**src/rtl/bringup_pkg.sv**
```systemverilog
package bringup_pkg;

  typedef enum logic [3:0] {
    ST_IDLE,
    ST_PWRUP,
    ST_HOLD,
    ST_CATRN,
    ST_WCKON,
    ST_MRS,
    ST_FINTRN,
    ST_READY,
    ST_ERR
  } seq_state_t;

  localparam int MR_COUNT  = 8;
  localparam int MR_IDX_W  = $clog2(MR_COUNT);
  localparam int MR_DATA_W = 12;

  // value programmed into mode register k
  function automatic logic [MR_DATA_W-1:0] mr_value(input logic [MR_IDX_W-1:0] k);
    logic [7:0] low;
    low = 8'h35 + 8'h17 * {{(8-MR_IDX_W){1'b0}}, k};
    return {1'b0, k, low};
  endfunction

endpackage

```
**src/rtl/step_counter.sv**
```systemverilog
module step_counter #(
  parameter int W = 8
) (
  input  logic         clk,
  input  logic         rst_n,
  input  logic         clr,
  input  logic         en,
  output logic [W-1:0] cnt
);

  always_ff @(posedge clk or negedge rst_n) begin
    if (!rst_n) begin
      cnt <= '0;
    end else if (clr) begin
      cnt <= '0;
    end else if (en) begin
      cnt <= cnt + 1'b1;
    end
  end

endmodule

```
**src/rtl/mrs_table.sv**
```systemverilog
module mrs_table
  import bringup_pkg::*;
(
  input  logic [MR_IDX_W-1:0]  idx,
  output logic [MR_DATA_W-1:0] data
);

  always_comb begin
    data = mr_value(idx);
  end

endmodule

```
**src/rtl/dram_bringup_seq.sv**
```systemverilog
module dram_bringup_seq
  import bringup_pkg::*;
#(
  parameter int PWRUP_CYCLES   = 200,
  parameter int TIMEOUT_CYCLES = 1000,
  parameter int MR_GAP         = 3
) (
  input  logic                 clk,
  input  logic                 rst_n,
  input  logic                 phy_indep_en,
  input  logic                 chan_off,
  output logic                 ca_train_req,
  input  logic                 ca_train_done,
  output logic                 wck_en,
  output logic                 fin_train_req,
  input  logic                 fin_train_done,
  output logic                 mrs_valid,
  output logic [MR_IDX_W-1:0]  mrs_idx,
  output logic [MR_DATA_W-1:0] mrs_data,
  output logic                 ready,
  output logic                 err
);

  localparam int MAX_PT = (PWRUP_CYCLES > TIMEOUT_CYCLES) ? PWRUP_CYCLES : TIMEOUT_CYCLES;
  localparam int MAXV   = (MAX_PT > MR_GAP + 1) ? MAX_PT : MR_GAP + 1;
  localparam int CNT_W  = $clog2(MAXV + 1);
  localparam logic [CNT_W-1:0] LIM_P = CNT_W'(PWRUP_CYCLES - 1);
  localparam logic [CNT_W-1:0] LIM_T = CNT_W'(TIMEOUT_CYCLES - 1);
  localparam logic [CNT_W-1:0] LIM_G = CNT_W'(MR_GAP);
  localparam logic [MR_IDX_W-1:0] LAST_IDX = MR_IDX_W'(MR_COUNT - 1);

  seq_state_t state_q, state_n;
  logic [CNT_W-1:0] cnt;
  logic cnt_clr, cnt_en, expired;
  logic [MR_IDX_W-1:0] idx_q;

  assign expired = (cnt == LIM_T);

  // next-state logic
  always_comb begin
    state_n = state_q;
    unique case (state_q)
      ST_IDLE:   if (!chan_off) state_n = ST_PWRUP;
      ST_PWRUP:  if (cnt == LIM_P) state_n = phy_indep_en ? ST_CATRN : ST_HOLD;
      ST_HOLD:   if (phy_indep_en) state_n = ST_CATRN;
      ST_CATRN:  if (ca_train_done) state_n = ST_WCKON;
                 else if (expired) state_n = ST_ERR;
      ST_WCKON:  state_n = ST_MRS;
      ST_MRS:    if (mrs_valid && idx_q == LAST_IDX) state_n = ST_FINTRN;
      ST_FINTRN: if (fin_train_done) state_n = ST_READY;
                 else if (expired) state_n = ST_ERR;
      ST_READY:  state_n = ST_READY;
      ST_ERR:    state_n = ST_ERR;
      default:   state_n = ST_ERR;
    endcase
  end

  always_ff @(posedge clk or negedge rst_n) begin
    if (!rst_n) begin
      state_q <= ST_IDLE;
    end else begin
      state_q <= state_n;
    end
  end

  // shared phase counter: power-up delay, handshake timeout, write gap
  assign cnt_clr = (state_n != state_q) || ((state_q == ST_MRS) && (cnt == LIM_G));
  assign cnt_en  = (state_q == ST_PWRUP) || (state_q == ST_CATRN) ||
                   (state_q == ST_FINTRN) || (state_q == ST_MRS);

  step_counter #(.W(CNT_W)) u_cnt (
    .clk   (clk),
    .rst_n (rst_n),
    .clr   (cnt_clr),
    .en    (cnt_en),
    .cnt   (cnt)
  );

  always_ff @(posedge clk or negedge rst_n) begin
    if (!rst_n) begin
      idx_q <= '0;
    end else if (mrs_valid) begin
      idx_q <= idx_q + 1'b1;
    end
  end

  logic [MR_DATA_W-1:0] table_data;

  mrs_table u_tab (
    .idx  (idx_q),
    .data (table_data)
  );

  assign ca_train_req  = (state_q == ST_CATRN);
  assign fin_train_req = (state_q == ST_FINTRN);
  assign wck_en        = (state_q == ST_WCKON) || (state_q == ST_MRS) ||
                         (state_q == ST_FINTRN) || (state_q == ST_READY);
  assign mrs_valid     = (state_q == ST_MRS) && (cnt == '0);
  assign mrs_idx       = mrs_valid ? idx_q : '0;
  assign mrs_data      = mrs_valid ? table_data : '0;
  assign ready         = (state_q == ST_READY);
  assign err           = (state_q == ST_ERR);


  ca_req_drop_chk: assert property (@(posedge clk) disable iff (!rst_n)
    (ca_train_req && ca_train_done) |=> !ca_train_req);


  fin_req_drop_chk: assert property (@(posedge clk) disable iff (!rst_n)
    (fin_train_req && fin_train_done) |=> !fin_train_req);


  idle_hold_chk: assert property (@(posedge clk) disable iff (!rst_n)
    ((state_q == ST_IDLE) && chan_off) |=> (state_q == ST_IDLE));


  ca_timeout_chk: assert property (@(posedge clk) disable iff (!rst_n)
    (ca_train_req && !ca_train_done && expired) |=> err);


  ready_sticky_chk: assert property (@(posedge clk) disable iff (!rst_n)
    ready |=> ready);


  err_sticky_chk: assert property (@(posedge clk) disable iff (!rst_n)
    err |=> (err && !ready && !wck_en));


  ready_wck_chk: assert property (@(posedge clk) disable iff (!rst_n)
    ready |-> wck_en);


  mrs_wck_chk: assert property (@(posedge clk) disable iff (!rst_n)
    mrs_valid |-> (wck_en && !ca_train_req && !fin_train_req));

endmodule

```
**config.mk**
```make
export PLATFORM = sky130hd
export DESIGN_NAME = dram_bringup_seq
export DESIGN_NICKNAME = d
export VERILOG_FILES = /design/src/rtl/bringup_pkg.sv /design/src/rtl/step_counter.sv /design/src/rtl/mrs_table.sv /design/src/rtl/dram_bringup_seq.sv
export SDC_FILE = /design/constraint.sdc
export NUM_CORES = 1
export LEC_CHECK = 0
export BUFFER_PORTS_ARGS = -buffer_cell sky130_fd_sc_hd__buf_2
export CORE_ASPECT_RATIO = 0.9
export CORE_MARGIN = 2
export CORE_UTILIZATION = 55
export CTS_BUF_LIST = sky130_fd_sc_hd__clkbuf_2
export CTS_CLUSTER_DIAMETER = 150
export CTS_CLUSTER_SIZE = 24
export DETAILED_ROUTE_END_ITERATION = 10
export GPL_TIMING_DRIVEN = 0
export HOLD_SLACK_MARGIN = 0.08
export MAX_ROUTING_LAYER = met4
export PLACE_DENSITY = 0.79
export SKIP_LAST_GASP = 1
export SYNTH_ARGS = -nofsm -noshare
export SYNTH_HDL_FRONTEND = slang
export SYNTH_SLANG_ARGS = --single-unit
```
**constraint.sdc**
```tcl
create_clock -name clk -period 4.9 [get_ports clk]
set_input_delay 0.245 -clock clk [delete_from_list [all_inputs] [get_ports clk]]
set_output_delay 0.245 -clock clk [all_outputs]
set_load 0.02 [all_outputs]
```
==> impl_summary.txt, run 1 <==
----------------------------------------------------
[Placed design]
  Input/output buffers ... 25
  Placement-stage cell area ... ~1700 um2
  Gp weighted congestion ... 0.9097
  Post-DP HPWL ... ~2700 um

[Power and ir drop]
  Pwr per Cell Area ... 446.6 nW/um2
  Max rail drop VDD ... 0.3326 mV
  Leakage power of the design ... approximately 0.86 nW

[Synth]
  Mean area per synthesized cell ... between 8 and 9 um2
  Net count of the mapped netlist ... just under 200
  Share of flip-flops with an asynchronous set or reset after synthesis ... between 90% and 100%
  Distinct cells, synth ... 46
  Number of enable-type register cells in the synthesized netlist ... 0
  Commonest cells in the synthesized netlist ... sky130_fd_sc_hd__dfrtp_1, sky130_fd_sc_hd__ha_1, sky130_fd_sc_hd__nor2_1, sky130_fd_sc_hd__inv_1, sky130_fd_sc_hd__nor3_1
  Yosys top cell by area ... sky130_fd_sc_hd__dfrtp_1
  Most instantiated library cell after synthesis ... sky130_fd_sc_hd__dfrtp_1
  Post-Syn Area ... 1521 um2
  Post-synth top area share ... ~28%
  Synth Warn # ... 0
  Sequential element share of the synthesized area ... 27.96%
  Top flip-flop cell by instance count after synthesis ... sky130_fd_sc_hd__dfrtp_1
  FF+latch count, synth ... 17
  Number of instances in the synthesized netlist ... 174
  Top cells by area in the synthesized netlist ... sky130_fd_sc_hd__dfrtp_1, sky130_fd_sc_hd__ha_1, sky130_fd_sc_hd__xor2_1, sky130_fd_sc_hd__xnor2_1, sky130_fd_sc_hd__nor3_1

[Detailed routing]
  Vias per cell ... between 5 and 6
  Number of search-and-repair iterations in the first detailed-routing pass ... 4
  Via count ... 1,387
  Final WL ... between 3000 and 4000 um
  Highest routing layer actually used ... met4
  DRC violations left ... 0
  Met2 wire length ... between 1500 and 2000 um
  Metal-1 WL ... approximately 1500 um
  Antenna-violating nets left ... 0
  Detailed router's first-iteration violation count ... 98
  Met3 wirelength from detailed routing ... between 150 and 200 um
  Average wire per standard cell ... approximately 14 um

[Finish]
  Number of inserted diodes ... 0
  Synthesis-to-layout area growth ... 12.66%
  Nets@finish ... about 230
  Design area ... approximately 1700 um2
  Fraction of layout cells with a size suffix above 1 ... a little under a quarter
  Core utilization of the finished layout ... ~64%

[Hold path]
  Min-Delay Endpoint ... state_q[0]
  Min-Delay Path Depth ... 3
  Min-delay src ... fin_train_done
  Type of the most critical hold path ... input pin to flop

[STA]
  Setup total negative slack ... 0 ns
  Tightest Pin Transition ... about 0.61 ns
  Maximum achievable frequency ... 0.3140 GHz
  Clock Skews ... ~0.0023 ns
  RSZ-0062 raised after global routing ... false
  Number of max-slew violations in the final report ... 0
  Final number of setup-violating endpoints ... 0
  Headroom to the max-slew limit ... about three fifths
  Clock period minus worst slack ... around 3.2 ns
  Fin crit share ... 64.99%
  Final hold vios ... 0

[CTS]
  Number of clock sinks ... 17
  Clock root cell ... sky130_fd_sc_hd__clkbuf_2
  Clock latency of the later-clocked register in the worst-skew pair ... 0.30 ns
  Setup fix buffers added after clock tree synthesis ... 0
  CTS tree ... done
  Hold-fix buffers, CTS ... 1
  Resized cells post-CTS ... 0
  Clk buf depth ... 2
  Clock slew at reported path FFs ... about 0.17 ns
  Number of buffers created by CTS ... 3
  Number of levels the H-tree was split into ... 1

[Floorplanning]
  Height of the die ... 53.90 um
  Initial core utilization ... a little under three fifths
  Area of the core ... about 2700 um2
  # rows ... 18
  Top Ports ... 27
  Overall die area ... ~3200 um2
  Floorplan die width ... between 50 and 60 um

[Critical path]
  Element type at the critical path end ... output pin
  Internal reg-to-reg setup slack ... ~2.4 ns
  Arr. time, crit path ... between 2 and 3 ns
  Largest fanout of any net on the critical path ... 6
  FF-to-FF End ... u_cnt.cnt[7]
  Data required, critical path ... 4.66 ns
  CP Launch Type ... flop
  Class of the most critical setup path ... flop to output pin
  Number of cells on the worst reg-to-reg path ... 7
  Launch instance of the worst register-to-register path ... u_cnt.cnt[0]

[Global routing]
  Number of antenna violations at the first check in global routing ... 0
  Number of global-route vias before repair ... between 1,000 and 1,500
  First-pass GRT wire length ... ~5700 um
  Pin count of the biggest net entering global routing ... 18
  Total global routing overflow ... 0
  Overall fraction of global-route tracks in use ... roughly a quarter

[Job]
  Number of maximum-capacitance violations ... 0

[Status]
  Run status ... completed

----------------------------------------------------
## power by group
group | total (mW) | internal, mW | leakage (nW) | switching (mW)
Combinational | 0.469 | 0.214 | 0.619 | 0.256
Clock | 0.0677 | 0.0216 | 0.0166 | 0.0461
Sequential | 0.228 | 0.173 | 0.223 | 0.0554
## routing by layer
metal	up-vias	GRT usage, %
met5	-	-
met4	0	9.470
met3	9	3.125
met2	50	37.18
met1	658	32.79
li1	670	-
## state kept, by name, indices dropped and copies added, names as in the netlist
register,flops
u_cnt.cnt,10
state_q,4
idx_q,3
## cells in the final DEF (no fill, tap or decap), drive strengths merged, types with 4 or more instances in the layout
cell / n
a21oi: 8
inv: 12
nor2: 14
xor2: 10
nor3: 12
a31oi: 4
clkbuf: 9
nand2: 10
nand3: 7
dfrtp: 17
xnor2: 8
buf: 29
ha: 16
nor3b: 4
o21ai: 4
## worst max-delay path by stage
stage | depth (start not counted) | from | slack, ns | endpoint
after floorplan | 10 | idx_q[1] | 2.37 | mrs_data[7]
after global placement | 11 | idx_q[1] | 2.21 | mrs_data[7]
after detailed placement | 11 | idx_q[1] | 2.10 | mrs_data[6]
after CTS | 11 | idx_q[1] | 1.72 | mrs_data[6]
after global routing | 11 | idx_q[1] | 1.50 | mrs_data[6]
final | 11 | idx_q[1] | 1.72 | mrs_data[6]
## per-stage QoR
step                      power [mW]  hold slack (ns)  setup slack, ns  cells
after detailed placement      0.6962           0.1979            2.103    229
final                         0.7656           0.2589            1.715    234
after global placement        0.6543           0.1859            2.211    229
after global routing          0.8441           0.2690            1.503    234
after CTS                     0.7676           0.2455            1.717    234
after floorplan               0.5918         -0.05059            2.368    174
## cells by family (layout without fill, tap and decap cells)
| kind of cell | after synthesis | after routing | synth area share, % |
|---|---|---|---|
| AND/OR/NAND/NOR | 73 | 73 | 28.04 |
| AO/OA/AOI/OAI | 27 | 27 | 12.91 |
| buffers and inverters | 21 | 51 | 6.168 |
| XOR/XNOR | 18 | 18 | 10.86 |
| flip-flops | 17 | 17 | 27.96 |
| adder cells (fa/ha/maj) | 16 | 16 | 13.16 |
| other | 1 | 1 | 0.2465 |
| multiplexers | 1 | 1 | 0.6579 |
## cell type report
type / count / area (um2)
repair buffers: 26 / 135.1
inverters: 12 / 45.04
well taps: 30 / 37.54
fillers: 241 / 965.9
multi-input cells: 136 / 1002
plain buffers: 9 / 48.80
clock buffers: 4 / 20.02
flip-flops and latches: 17 / 425.4
## critical path: stages (launching register included)
cell                       delay, ns
sky130_fd_sc_hd__dfrtp_1        0.49
sky130_fd_sc_hd__inv_1          0.16
sky130_fd_sc_hd__ha_1           0.37
sky130_fd_sc_hd__ha_1           0.20
sky130_fd_sc_hd__a21o_1         0.17
sky130_fd_sc_hd__ha_1           0.32
sky130_fd_sc_hd__a31oi_1        0.25
sky130_fd_sc_hd__o21bai_1       0.11
sky130_fd_sc_hd__a21oi_1        0.18
sky130_fd_sc_hd__xor2_1         0.16
sky130_fd_sc_hd__nor2_1         0.05
sky130_fd_sc_hd__buf_2          0.17
No activity file was read; power rests on OpenSTA's default activity.
==> inputs of run 2 (changes only) <==
--- a/config.mk
+++ b/config.mk
@@ -5,6 +5,7 @@
 export SDC_FILE = /design/constraint.sdc
 export NUM_CORES = 1
 export LEC_CHECK = 0
+export ABC_AREA = 1
 export BUFFER_PORTS_ARGS = -buffer_cell sky130_fd_sc_hd__buf_2
 export CORE_ASPECT_RATIO = 0.9
 export CORE_MARGIN = 2
@@ -16,7 +17,7 @@
 export GPL_TIMING_DRIVEN = 0
 export HOLD_SLACK_MARGIN = 0.08
 export MAX_ROUTING_LAYER = met4
-export PLACE_DENSITY = 0.79
+export PLACE_DENSITY = 0.78
 export SKIP_LAST_GASP = 1
 export SYNTH_ARGS = -nofsm -noshare
 export SYNTH_HDL_FRONTEND = slang
==> constraint.sdc (replaced) <==
create_clock -name clk -period 3.1 [get_ports clk]
set_input_delay 0.155 -clock clk [delete_from_list [all_inputs] [get_ports clk]]
set_output_delay 0.155 -clock clk [all_outputs]
set_load 0.02 [all_outputs]
==> impl_summary.txt, run 2 <==
----------------------------------------------------
[Status]
  Run status ... completed

[Placed design]
  DP Worst Slack ... 0.3691 ns (-1.734 ns)
  Post-DP HPWL ... 2604 um (-2.4%)
  Input/output buffers ... 25 (unchanged)
  Gp weighted congestion ... 0.9015 (-0.90%)

[Critical path]
  Element type at the critical path end ... output pin
  Largest fanout of any net on the critical path ... 7 (+1)
  Arr. time, crit path ... 2.77 ns (-0.17 ns)
  Data required, critical path ... 2.94 ns (-1.72 ns)
  Internal reg-to-reg setup slack ... 1.19 ns (-1.20 ns)
  CP Launch Type ... flop
  Class of the most critical setup path ... flop to output pin

[Synth]
  Distinct cells, synth ... 30 (-35%)
  Compound-gate portion of the synthesized area ... 8.302% (-4.6 points)
  Sequential element share of the synthesized area ... 25.43% (-2.5 points)
  Synth Warn # ... 0 (unchanged)
  Xor and xnor area share after synthesis ... 6.283% (-4.6 points)
  Multiplexer fraction of the synthesized cell area ... 0% (-0.66 points)
  FF+latch count, synth ... 17 (unchanged)
  Largest family of logic cells by synthesized area ... simple AND/OR/NAND/NOR gates
  Post-synthesis share of cell area spent on and, or, nand and nor gates ... 36.87% (+8.8 points)
  Top flip-flop cell by instance count after synthesis ... sky130_fd_sc_hd__dfrtp_1
  Post-synth top area share ... 25.43% (-2.5 points)
  Yosys top cell by area ... sky130_fd_sc_hd__dfrtp_1
  Adder-cell share of the synthesized area ... 11.97% (-1.2 points)
  Top cells by area in the synthesized netlist ... sky130_fd_sc_hd__dfrtp_1, sky130_fd_sc_hd__ha_1, sky130_fd_sc_hd__inv_1, sky130_fd_sc_hd__nand2_1, sky130_fd_sc_hd__nor2_1
  Post-Syn Area ... 1673 um2 (+10%)
  Number of instances in the synthesized netlist ... 228 (+31%)
  Mean area per synthesized cell ... 7.337 um2 (-16%)
  Share of flip-flops with an asynchronous set or reset after synthesis ... 100.0% (unchanged)
  Number of enable-type register cells in the synthesized netlist ... 0 (unchanged)
  Net count of the mapped netlist ... 250 (+28%)
  Commonest cells in the synthesized netlist ... sky130_fd_sc_hd__inv_1, sky130_fd_sc_hd__nand2_1, sky130_fd_sc_hd__nor2_1, sky130_fd_sc_hd__dfrtp_1, sky130_fd_sc_hd__ha_1

[Power and ir drop]
  Pwr per Cell Area ... 175.7 nW/um2 (-61%)
  Max rail drop VDD ... 0.1986 mV (-40%)
  Leakage power of the design ... 1.082 nW (+26%)

[Finish]
  Filler cell count ... 254 (+5.4%)
  Nets@finish ... 284 (+25%)
  Footprint of the flip-flops and latches ... 427.9 um2 (+0.59%)
  Most common cell after layout, fill and taps aside ... sky130_fd_sc_hd__nand2_1
  Registers with the most flip-flops ... u_cnt.cnt (10), state_q (4), idx_q (3)
  Core utilization of the finished layout ... 69.33% (+5.4 points)
  Number of inserted diodes ... 0 (unchanged)
  Fraction of layout cells with a size suffix above 1 ... 28.74% (+6.2 points)
  Multi-input gate area in the final layout ... 1106 um2 (+10%)
  Highest-count cells in the layout ignoring fill and taps ... sky130_fd_sc_hd__nand2_1, sky130_fd_sc_hd__inv_1, sky130_fd_sc_hd__nor2_1, sky130_fd_sc_hd__buf_2, sky130_fd_sc_hd__dfrtp_1
  Most flops, register ... u_cnt.cnt
  Number of flip-flops under the largest register name ... 10 (unchanged)
  Synthesis-to-layout area growth ... 16.68%

[STA]
  Maximum achievable frequency ... around 0.34 GHz
  Fin crit share ... a little over nine tenths
  Hold_ws ... 0.1905 ns (-0.06840 ns)
  Setup total negative slack ... 0 ns (unchanged)
  Final hold vios ... 0 (unchanged)
  Post-layout worst setup margin ... 0.1748 ns (-1.540 ns)
  Number of max-slew violations in the final report ... 0 (unchanged)
  Clock Skews ... 0.003163 ns (+0.0009037 ns)
  Clock period minus worst slack ... around 2.9 ns
  Final number of setup-violating endpoints ... 0 (unchanged)

[Global routing]
  Overall fraction of global-route tracks in use ... 20.58% (-3.7 points)
  Number of global-route vias before repair ... 1,313 (+4.2%)
  Pin count of the biggest net entering global routing ... 18 (unchanged)
  First-pass GRT wire length ... 5768 um (+1.3%)
  Number of antenna violations at the first check in global routing ... 0 (unchanged)
  Total global routing overflow ... 0 (unchanged)

[CTS]
  Number of levels the H-tree was split into ... 1 (unchanged)
  Number of buffers created by CTS ... 3 (unchanged)
  Clock slew at reported path FFs ... 0.17 ns (about the same)
  Clk buf depth ... 2 (unchanged)
  Clock latency of the later-clocked register in the worst-skew pair ... 0.32 ns (+0.02 ns)
  Number of clock sinks ... 17 (unchanged)
  CTS tree ... done
  Clock root cell ... sky130_fd_sc_hd__clkbuf_2

[Detailed routing]
  Via count ... 1,557 (+12%)
  Antenna-violating nets left ... 0 (unchanged)
  Average wire per standard cell ... 11.83 um (-18%)
  Detailed router's first-iteration violation count ... 97 (-1.0%)
  Vias per cell ... 5.173 (-13%)
  Number of search-and-repair iterations in the first detailed-routing pass ... 4 (unchanged)
  Final WL ... 3562 um (+5.5%)
  DRC violations left ... 0 (unchanged)

[Floorplanning]
  # rows ... 18 (unchanged)
  Floorplan die width ... 62.14 um (+4.5%)
  Initial core utilization ... 59.42% (+2.7 points)
  Area of the core ... 2815 um2 (+5.0%)
  Height of the die ... 56.32 um (+4.5%)
  Top Ports ... 27 (unchanged)
  Overall die area ... 3499 um2 (+9.2%)

[Hold path]
  Type of the most critical hold path ... input pin to flop

[Job]
  Number of maximum-capacitance violations ... 0 (unchanged)

----------------------------------------------------
-- run 2: changes by cell type after synthesis, sizes merged, moves of 4 or more --
| cell | before | now |
|---|---|---|
| clkbuf | 5 | 0 |
| inv | 12 | 38 |
| nand2 | 10 | 41 |
| nand3 | 7 | 16 |
| nor2 | 14 | 36 |
| nor3b | 4 | 0 |
| o21ai | 4 | 9 |
| xnor2 | 8 | 2 |
-- run 2: per-stage QoR --
step	power [mW]	cells	area, um2
after CTS	0.3461	298	1882
after floorplan	0.2292	228	1673
after detailed placement	0.2379	293	1848
after global routing	0.3570	301	1952
final	0.3430	301	1952
after global placement	0.2376	293	1848
-- run 2: power by group --
group          leakage [nW]  switching (mW)  internal [mW]
registers             0.229               0          0.222
logic                 0.841         0.00823        0.00454
clock network        0.0126          0.0782         0.0301
total                  1.08          0.0864          0.257
-- run 2: logic make-up after synthesis --
| kind of cell | Yosys count |
|---|---|
| AO/OA/AOI/OAI | 23 |
| XOR/XNOR | 12 |
| AND/OR/NAND/NOR | 115 |
| buffers and inverters | 44 |
| other | 1 |
| adder cells (fa/ha/maj) | 16 |
| flip-flops | 17 |
-- run 2: metal layers --
metal / global-route usage, % / vias up / share of wire (%)
met1: 29.05 / 724 / 50
met3: 4.409 / 2 / 4.5
met4: 2.540 / 0 / 0.22
met5: - / - / 0
met2: 31.37 / 37 / 45
li1: - / 794 / -
-- run 2: area by class of cell --
cell class	count	share of cell area, %
buffer	6	2.051
clock buffer	3	0.7692
clock inverter	1	0.3846
inverter	38	7.436
multi-input combinational	167	56.67
sequential	17	21.92
tap	40	2.564
timing repair buffer	29	8.205
-- run 2: final timing paths --
check                               end  depth (start not counted)           start
max                         mrs_data[7]                         11        idx_q[2]
min                          state_q[3]                          4  fin_train_done
max reg2reg                u_cnt.cnt[1]                         10    u_cnt.cnt[0]
min reg2reg                    idx_q[1]                          2        idx_q[1]
max in group asynchronous      idx_q[0]                          2           rst_n
min in group asynchronous  u_cnt.cnt[4]                          2           rst_n
-- run 2: worst max-delay path: stages (launching register included) --
cell	delay, ns
sky130_fd_sc_hd__dfrtp_1	0.56
sky130_fd_sc_hd__ha_4	0.27
sky130_fd_sc_hd__ha_4	0.28
sky130_fd_sc_hd__xor2_2	0.20
sky130_fd_sc_hd__ha_2	0.22
sky130_fd_sc_hd__a21oi_1	0.08
sky130_fd_sc_hd__o21bai_1	0.19
sky130_fd_sc_hd__nand2_1	0.10
sky130_fd_sc_hd__o21bai_1	0.17
sky130_fd_sc_hd__o21ai_0	0.10
sky130_fd_sc_hd__a21oi_1	0.13
sky130_fd_sc_hd__buf_4	0.16
-- run 2: repair_timing --
item | in CTS | in global routing
setup endpoints to repair | 1 | 2
endpoints found under the hold margin | 17 | 0
hold buffers | 1 | 0
resized for setup | 1 | 9
pin swaps | 0 | 3
setup buffers | 0 | 3
==> inputs of run 3 (changes only) <==
--- a/config.mk
+++ b/config.mk
@@ -7,17 +7,20 @@
 export LEC_CHECK = 0
 export ABC_AREA = 1
 export BUFFER_PORTS_ARGS = -buffer_cell sky130_fd_sc_hd__buf_2
+export CAP_MARGIN = 30
+export CELL_PAD_IN_SITES_DETAIL_PLACEMENT = 1
+export CELL_PAD_IN_SITES_GLOBAL_PLACEMENT = 1
 export CORE_ASPECT_RATIO = 0.9
 export CORE_MARGIN = 2
-export CORE_UTILIZATION = 55
+export CORE_UTILIZATION = 42
 export CTS_BUF_LIST = sky130_fd_sc_hd__clkbuf_2
 export CTS_CLUSTER_DIAMETER = 150
-export CTS_CLUSTER_SIZE = 24
+export CTS_CLUSTER_SIZE = 14
 export DETAILED_ROUTE_END_ITERATION = 10
 export GPL_TIMING_DRIVEN = 0
 export HOLD_SLACK_MARGIN = 0.08
 export MAX_ROUTING_LAYER = met4
-export PLACE_DENSITY = 0.78
+export PLACE_DENSITY = 0.82
 export SKIP_LAST_GASP = 1
 export SYNTH_ARGS = -nofsm -noshare
 export SYNTH_HDL_FRONTEND = slang
==> impl_summary.txt, run 3 (synthesis gave the netlist of run 2 again) <==
----------------------------------------------------
[Status]
  Run status ... completed

[Global routing]
  Number of global-route vias before repair ... 1,602 (+22%)
  First-pass GRT wire length ... 7162 um (+24%)
  Number of antenna violations at the first check in global routing ... 0 (unchanged)
  Overall fraction of global-route tracks in use ... 20.19% (-0.38 points)
  Pin count of the biggest net entering global routing ... 18 (unchanged)
  Total global routing overflow ... 0 (unchanged)

[Critical path]
  Class of the most critical setup path ... flop to output pin
  Largest stage delay on the critical path ... 0.46 ns (-0.10 ns)
  Launch instance of the worst register-to-register path ... u_cnt.cnt[0]
  Family with the most delay on the worst path ... compound AO/OA/AOI/OAI gates
  CP max-delay cell ... sky130_fd_sc_hd__dfrtp_2
  Most common cell on crit path ... sky130_fd_sc_hd__o21bai_1
  Internal reg-to-reg setup slack ... 1.11 ns (-0.08 ns)
  Data required, critical path ... 2.94 ns (about the same)
  Number of cells on the worst reg-to-reg path ... 11 (+1)
  CP Launch Type ... flop
  Element type at the critical path end ... output pin
  FF-to-FF End ... u_cnt.cnt[3]
  Largest fanout of any net on the critical path ... 3 (-4)
  Ordered cell list for the critical path ... buf_4, ha_1, ha_4, o21bai_1, ha_1, a21oi_1, o21bai_1, nand2_1, o21bai_1, o21ai_0, a21oi_1, buf_2
  Number of buffer and inverter stages on the critical path ... 2 (+1)
  Arr. time, crit path ... 2.76 ns (about the same)

[Detailed routing]
  Average wire per standard cell ... 14.67 um (+24%)
  Detailed router's first-iteration violation count ... 49 (-49%)
  Final WL ... 4518 um (+27%)
  Antenna-violating nets left ... 0 (unchanged)
  Via count ... 1,567 (+0.64%)
  Number of search-and-repair iterations in the first detailed-routing pass ... 4 (unchanged)
  DRC violations left ... 0 (unchanged)
  Vias per cell ... 5.088 (-1.6%)

[Job]
  Number of maximum-capacitance violations ... 0 (unchanged)

[Power and ir drop]
  Max rail drop VDD ... 0.1251 mV (-37%)
  Pwr per Cell Area ... 175.9 nW/um2 (about the same)
  Leakage power of the design ... 1.091 nW (+0.77%)

[Finish]
  Synthesis-to-layout area growth ... 17.13%
  Filler cell count ... 498 (+96%)
  Most common cell after layout, fill and taps aside ... sky130_fd_sc_hd__nand2_1
  Fraction of layout cells with a size suffix above 1 ... 29.01% (+0.27 points)
  Highest-count cells in the layout ignoring fill and taps ... sky130_fd_sc_hd__nand2_1, sky130_fd_sc_hd__inv_1, sky130_fd_sc_hd__nor2_1, sky130_fd_sc_hd__buf_2, sky130_fd_sc_hd__dfrtp_1
  Nets@finish ... 285 (+0.35%)
  Registers with the most flip-flops ... u_cnt.cnt (10), state_q (4), idx_q (3)
  Number of standard cells in the final layout excluding fillers ... 308 (+2.3%)
  Number of flip-flops under the largest register name ... 10 (unchanged)
  Most flops, register ... u_cnt.cnt
  Number of inserted diodes ... 0 (unchanged)

[Hold path]
  Min-delay src ... fin_train_done
  Min-Delay Endpoint ... state_q[3]
  Min-Delay Path Depth ... 4 (unchanged)
  Type of the most critical hold path ... input pin to flop

[Floorplanning]
  Overall die area ... 4504 um2 (+29%)
  Floorplan die width ... 70.53 um (+14%)
  Top Ports ... 27 (unchanged)
  Height of the die ... 63.87 um (+13%)
  Area of the core ... 3757 um2 (+33%)
  # rows ... 21 (+3)
  Initial core utilization ... 44.52% (-15 points)

[CTS]
  Clock slew at reported path FFs ... 0.18 ns (about the same)
  Number of levels the H-tree was split into ... 1 (unchanged)
  Number of clock sinks ... 17 (unchanged)
  Number of buffers created by CTS ... 3 (unchanged)
  CTS tree ... done
  Clock root cell ... sky130_fd_sc_hd__clkbuf_2
  Clock latency of the later-clocked register in the worst-skew pair ... 0.33 ns (about the same)
  Clk buf depth ... 2 (unchanged)

[STA]
  Final hold vios ... 0 (unchanged)
  Clock Skews ... 0.007863 ns (+0.004700 ns)
  Setup total negative slack ... 0 ns (unchanged)
  Number of max-slew violations in the final report ... 0 (unchanged)
  Post-layout worst setup margin ... 0.1821 ns (+0.007338 ns)
  Fin crit share ... 94.12% (-0.24 points)
  Clock period minus worst slack ... 2.918 ns (-0.007338 ns)
  Maximum achievable frequency ... 0.3427 GHz (+0.25%)
  Final number of setup-violating endpoints ... 0 (unchanged)

[Placed design]
  Post-DP HPWL ... 3322 um (+28%)
  Cells after DPL ... 299 (+2.0%)
  Input/output buffers ... 25 (unchanged)
  DP Worst Slack ... 0.3552 ns (-0.01386 ns)
  Gp weighted congestion ... 0.8342 (-7.5%)

----------------------------------------------------
run 3: cell count changes in the layout (fill, tap and decap cells not counted):
cell                         change
sky130_fd_sc_hd__o21ai_0         -1
sky130_fd_sc_hd__clkinvlp_4      -1
sky130_fd_sc_hd__o21ai_1         +1
sky130_fd_sc_hd__buf_2           +1
sky130_fd_sc_hd__inv_2           +1
sky130_fd_sc_hd__clkinv_2        +1
sky130_fd_sc_hd__inv_4           -1
run 3: worst max path at each step:
| stage | from | end | slack [ns] | cells after the start |
|---|---|---|---|---|
| floorplan | idx_q[1] | mrs_data[7] | 0.58 | 11 |
| global placement | idx_q[1] | mrs_data[6] | 0.39 | 11 |
| detailed placement | idx_q[1] | mrs_data[6] | 0.36 | 11 |
| CTS | idx_q[1] | mrs_data[6] | 0.02 | 11 |
| global route | idx_q[0] | mrs_data[7] | -0.02 | 11 |
| finish | idx_q[1] | mrs_data[7] | 0.18 | 12 |
run 3: power breakdown:
part	total (mW)	internal, mW	switching (mW)
Sequential	0.222	0.222	0
Clock	0.109	0.0292	0.0802
Combinational	0.0133	0.00454	0.00873
Total	0.345	0.256	0.0889
run 3: layout make-up:
| type | count | area [um2] | area share (%) |
|---|---|---|---|
| Inverter | 38 | 142.6 | 7.280 |
| Clock buffer | 3 | 15.01 | 0.7663 |
| Multi-Input combinational cell | 167 | 1106 | 56.45 |
| Buffer | 6 | 40.04 | 2.043 |
| Clock inverter | 1 | 5.005 | 0.2554 |
| Sequential cell | 17 | 427.9 | 21.84 |
| Tap cell | 46 | 57.56 | 2.937 |
| Timing Repair Buffer | 30 | 165.2 | 8.429 |
run 3: metrics by stage:
step	hold slack [ns]	total power, mW	util [%]	cell area, um2
6_report	0.1636	0.3446	52.15	1959
3_5_place_dp	0.1113	0.2383	49.38	1856
2_1_floorplan	-0.1406	0.2292	-	1673
5_1_grt	0.1777	0.3634	52.15	1959
4_1_cts	0.1511	0.3490	50.22	1887
3_3_place_gp	0.09840	0.2378	49.38	1856
run 3: what timing repair did:
action / 4_1_cts / 5_1_grt
hold buffers: 1 / 0
gates resized for setup: 1 / 8
setup buffers: 0 / 4
setup endpoints to repair: 2 / 2
hold endpoints to repair: 17 / 0
pin swaps: 0 / 3
run 3: worst min-delay path: cells and delay by family:
kind | cells | cell delay, ns
buf+inv | 1 | 0.12
compound gates | 1 | 0.08
simple gates | 2 | 0.13
run 3: per-layer routing:
| layer | track usage [%] | share of wire (%) | up-vias |
|---|---|---|---|
| met2 | 32.78 | 47 | 22 |
| met5 | - | 0 | - |
| met4 | 4.567 | 0.93 | 0 |
| met3 | 2.524 | 2.3 | 6 |
| met1 | 27.02 | 50 | 744 |
| li1 | - | - | 795 |
